## src/rtl/post_code_assembler.sv

```systemverilog
module post_code_assembler #(
  parameter int DEPTH = 16,
  parameter int LANES = 4,
  localparam int OFS_W = $clog2(LANES),
  localparam int CODE_W = 8 * LANES,
  localparam int LEN_W = $clog2(LANES + 1)
) (
  input  logic              clk,
  input  logic              rst_n,
  input  logic              push_valid,
  input  logic [7:0]        push_data,
  input  logic [OFS_W-1:0]  push_ofs,
  input  logic              drain_en,
  input  logic              ovf_clr,
  input  logic              pend_clr,
  output logic              code_valid,
  output logic [CODE_W-1:0] code_data,
  output logic [LEN_W-1:0]  code_len,
  output logic              overflow,
  output logic              pending
);
  // DEPTH must be a power of two, at least 2.
  localparam int AW = $clog2(DEPTH);
  localparam int CW = $clog2(DEPTH + 1);
  localparam int EW = OFS_W + 8;

  logic [EW-1:0]     mem [DEPTH];
  logic [AW-1:0]     rd_ptr, wr_ptr;
  logic [CW-1:0]     count;
  logic [CODE_W-1:0] acc, acc_next;
  logic [OFS_W-1:0]  hi, hi_next;

  logic          full, pop, accept, last, close_code;
  logic [EW-1:0] head, nxt;
  logic [OFS_W-1:0] head_ofs;

  assign full     = (count == CW'(DEPTH));
  assign pop      = drain_en && (count != '0);
  assign accept   = push_valid && !full;
  assign head     = mem[rd_ptr];
  assign nxt      = mem[rd_ptr + AW'(1)];
  assign head_ofs = head[EW-1:8];
  assign last     = (count == CW'(1));
  assign close_code = pop && (last || nxt[EW-1:8] == '0);
  assign acc_next = acc | (CODE_W'(head[7:0]) << (8 * head_ofs));
  assign hi_next  = (head_ofs > hi) ? head_ofs : hi;

  always_ff @(posedge clk)
    if (accept) mem[wr_ptr] <= {push_ofs, push_data};

  always_ff @(posedge clk) begin
    if (!rst_n) begin
      rd_ptr <= '0;
      wr_ptr <= '0;
      count  <= '0;
    end else begin
      if (accept) wr_ptr <= wr_ptr + AW'(1);
      if (pop)    rd_ptr <= rd_ptr + AW'(1);
      count <= count + CW'(accept) - CW'(pop);
    end
  end

  always_ff @(posedge clk) begin
    if (!rst_n) begin
      acc        <= '0;
      hi         <= '0;
      code_valid <= 1'b0;
      code_data  <= '0;
      code_len   <= '0;
    end else begin
      code_valid <= close_code;
      if (close_code) begin
        code_data <= acc_next;
        code_len  <= LEN_W'(hi_next) + LEN_W'(1);
        acc       <= '0;
        hi        <= '0;
      end else if (pop) begin
        acc <= acc_next;
        hi  <= hi_next;
      end
    end
  end

  always_ff @(posedge clk) begin
    if (!rst_n) begin
      overflow <= 1'b0;
      pending  <= 1'b0;
    end else begin
      overflow <= (push_valid && full) || (overflow && !ovf_clr);
      pending  <= push_valid || (pending && !pend_clr);
    end
  end

  assert_count_bound_R5: assert property (@(posedge clk) disable iff (!rst_n)
    count <= CW'(DEPTH));
  assert_full_keeps_R5: assert property (@(posedge clk) disable iff (!rst_n)
    push_valid && full && !drain_en |=> count == CW'(DEPTH));
  assert_refused_sets_R6: assert property (@(posedge clk) disable iff (!rst_n)
    push_valid && full |=> overflow);
  assert_ovf_sticky_R6: assert property (@(posedge clk) disable iff (!rst_n)
    overflow && !ovf_clr |=> overflow);
  assert_pending_set_R7: assert property (@(posedge clk) disable iff (!rst_n)
    push_valid |=> pending);
  assert_hold_quiet_R4: assert property (@(posedge clk) disable iff (!rst_n)
    !drain_en |=> !code_valid);
  assert_emit_needs_pop_R2: assert property (@(posedge clk) disable iff (!rst_n)
    code_valid |-> $past(pop));
  assert_len_range_R8: assert property (@(posedge clk) disable iff (!rst_n)
    code_valid |-> (code_len >= LEN_W'(1) && code_len <= LEN_W'(LANES)));
endmodule

```

## config.mk

```make
export PLATFORM = sky130hd
export DESIGN_NAME = post_code_assembler
export DESIGN_NICKNAME = d
export VERILOG_FILES = /design/src/rtl/post_code_assembler.sv
export SDC_FILE = /design/constraint.sdc
export NUM_CORES = 1
export LEC_CHECK = 0
export ABC_AREA = 1
export BUFFER_PORTS_ARGS = -buffer_cell sky130_fd_sc_hd__buf_2
export CAP_MARGIN = 15
export CORE_AREA = 3 3 189 191
export DETAILED_ROUTE_END_ITERATION = 10
export DIE_AREA = 0 0 192 194
export PLACE_DENSITY_LB_ADDON = 0.3
export SLEW_MARGIN = 20
export SYNTH_ARGS = -nofsm -noshare
export SYNTH_HDL_FRONTEND = slang
export SYNTH_SLANG_ARGS = --single-unit
```

## constraint.sdc

```tcl
create_clock -name clk -period 6.35 [get_ports clk]
set_input_delay 1.27 -clock clk [delete_from_list [all_inputs] [get_ports clk]]
set_output_delay 1.27 -clock clk [all_outputs]
set_load 0.02 [all_outputs]
```

==> impl_results.md <==
* Final HPWL DP at 16310 um
* TritonCTS Buffers at 27
* Final Cycle Share at 0.6122
* DR vias at 7769
* Drt wl/cell at 15.27 um
* Postcts setup bufs at 0
* Max Cap Viol at 0
* Final setup fails at 0
* Data arrival time of the worst path at 4.37 ns
* Placer congestion estimate at 0.7970
* CP Launch Type: flop
* Hold crit path type: flop to flop
* Hold_ws at 0.4552 ns
* Share of power burned in registers at 0.376
* First-pass GRT wire length at 41360 um
* Placed inst area at 11380 um2
* Worst setup margin at 2.462 ns
* CP Data Required Time at 6.84 ns
* Yosys warns at 0
* Starting Density at 0.3173
* XOR/XNOR Fraction of Synth Area at 0.003795
* Layout cell share with drive strength beyond 1 at 0.1007
* Post-Synth Adder-Cell Area at 0.01679
* CTS tree: yes
* Clock sink count at 249
* Metal2 WL at 11920 um
* Complex-gate fraction of the synthesized area at 0.03956
* Initial DRC count at 642
* Hold bufs inserted after CTS at 0
* Gr ovfl total at 0
* Clock network fraction of design power at 0.305
* Hold path startpoint: acc[0]
* Die extent in y at 194 um
* Final Non-Filler Cells at 1686
* PnR Total Power at 5.340 mW
* Post-Place Cells at 1637
* Post-route clock skew at 0.02880 ns
* Placement Rows at 68
* Crit path time final at 3.888 ns
* Post_cts resized at 0
* Slew @ Worst Pin at 1.096 ns
* Final ANT Viol Nets at 0
* Comb power frac at 0.320
* Nets at 1241
* Final number of hold-violating endpoints at 0
* Post-route cell area at 12310 um2
* RSZ-0062 raised after global routing: no
* Sw Ratio at 0.3747
* Largest family of logic cells by synthesized area: simple AND/OR/NAND/NOR gates
* Finished Core Util at 0.3591
* Vias per cell at 4.608
* H-tree depth at 1
* Largest net degree at the start of global routing at 83
* Area Growth Syn to Fin at 13.18%
* Die area at 37250 um2
* Clk slew on worst S/H paths at 0.06 ns
* Critical path capture point type: flop
* Synth Area in Simple Gates at 0.2526
* F_max at 257.2 MHz
* Clock latency on the worst-skew pair at 0.54 ns
* WL met3 at 1122 um
* Int Pwr at 3.339 mW
* Filler instances at 3465
* WS Path Type: flop to flop
* Highest metal used: met4
* Chip width at 192 um
* NetSw at 2.001 mW
* Initial antenna violation count at 0
* Status: complete, no violations
* Vias in the first global route at 7591
* Sum Neg Setup Slack at 0 ns
* Net Count, Synth at 1213
* Port Buf Inserts at 53
* Routed wire length at 25750 um
* Synth Cell Area at 10880 um2
* Flops & latches, synth at 249
* Clock buffer depth at 3
* Clock tree root buffer cell: clkbuf_16
* Remaining DRCs at 0
* Routed length on met1 at 12090 um
* Max-slew violations at 0
* Diodes inserted at 0
* Detailed Routing Iterations Pass 1 at 5
* Tot GR Track Use at 0.1385
* Avg Inst Size Synth at 9.197 um2
* Mux cell area share after synthesis at 0
* Slew HR at 0.2664
* Netlist cell types at 32
* Dpl ws at 2.488 ns
* Seq/Total Area, Yosys at 0.6053
* Leak Pwr at 5.347 nW
* Post-Synthesis Cells at 1183
* Crit path max fanout at 56
* Core ar. at 34290 um2
* Power Density at 433.6 nW/um2
* I/O Pins at 54
* Worst VDD drop at 0.1964 mV
[layer usage]
layer | global-route usage | vias up
li1 | - | 3935
met1 | 0.1885 | 3623
met2 | 0.2292 | 175
met3 | 0.01971 | 36
met4 | 0.04128 | 0
met5 | 0 | -
[synth_stat cells, drive strengths merged]
library cell  number  area [um2]
clkbuf            10       37.54
fa                 1       20.02
or2                1       6.260
inv              134       503.0
nor2              80       316.5
clkinv             1       3.750
nand4             28       175.2
nor3               1       5.000
edfxtp           160        4805
xor2               1       8.760
o22ai              1       6.260
nand3            162       820.8
nand3b             4       30.03
nand2            365        1395
xnor2              2       32.53
o211ai             4       30.03
a211oi             1       7.510
buf               50       346.6
ha                13       162.7
a21oi             29       156.4
o21ai             46       230.2
dfxtp             89        1782
[cell type report]
type,count,area (um2),area share
Tap cell,455,569.3,0.04623
Multi-Input combinational cell,739,3411,0.2770
Clock buffer,34,774.5,0.06289
Sequential cell,249,6588,0.5350
Timing Repair Buffer,59,310.3,0.02520
Inverter,135,506.7,0.04115
Clock inverter,15,155.1,0.01260
[cells in the final DEF, fill, tap and decap left out, types with 2 or more instances in the layout]
master	Yosys	layout
a21oi_1	28	28
buf_2	22	53
buf_4	19	6
bufinv_16	0	3
clkbuf_1	10	2
clkbuf_16	0	29
clkbuf_8	0	3
clkinv_1	1	5
clkinv_2	0	6
dfxtp_1	89	88
edfxtp_1	160	160
ha_1	13	13
inv_1	129	129
inv_2	5	5
nand2_1	359	359
nand2_2	4	4
nand2_4	2	2
nand3_1	160	160
nand3_2	2	2
nand3b_1	4	4
nand4_1	28	28
nor2_1	79	76
nor2_2	0	3
o211ai_1	4	4
o21ai_0	37	37
o21ai_1	9	9
xnor2_2	2	2
[sequential cells by signal (all words and copies together) (netlist names), named ones only]
register / cells
wr_ptr: 4
count: 5
code_len: 3
acc: 32
pending: 1
code_data: 32
overflow: 1
rd_ptr: 4
mem: 160
code_valid: 1
hi: 2
[worst paths after layout]
kind / cells past startpoint / to / slack (ns)
setup / recovery: 17 / code_len[1] / 2.46
hold / removal: 2 / acc[0] / 0.46
setup reg to reg: 17 / code_len[1] / 2.46
hold reg to reg: 2 / acc[0] / 0.46
[power groups by stage]
| stage | Clock (mW) | Combinational (mW) | Sequential [mW] |
|---|---|---|---|
| global route | 1.73 | 1.96 | 2.03 |
| floorplan | 0 | 1.34 | 2.04 |
| finish | 1.63 | 1.71 | 2.01 |
| global placement | 0 | 1.71 | 2.04 |
| detailed placement | 0 | 1.72 | 2.04 |
| CTS | 1.66 | 1.73 | 2.01 |
[worst max-delay path: stages, from the launching register on]
cell	delay, ns
dfxtp_1	0.89
inv_1	0.09
buf_4	0.33
nand3_1	0.16
nand3_1	0.10
nand3_1	0.15
nand2_1	0.46
inv_2	0.59
ha_1	0.24
nor2_1	0.04
nor2_1	0.08
a21oi_1	0.06
or2_2	0.30
nand2_1	0.10
nand2_1	0.05
nand2_1	0.05
nand2_1	0.05
nand2_1	0.07
[cells by family (layout without fill, tap and decap cells)]
family,Yosys count,after routing
xor gates and xnor gates,3,3
DFF,249,249
adders and majority gates,14,14
and+or+nand+nor,641,641
AOI/OAI and AO/OA,81,81
buffers and inverters,195,243
Power figures use the tool's default switching activity.
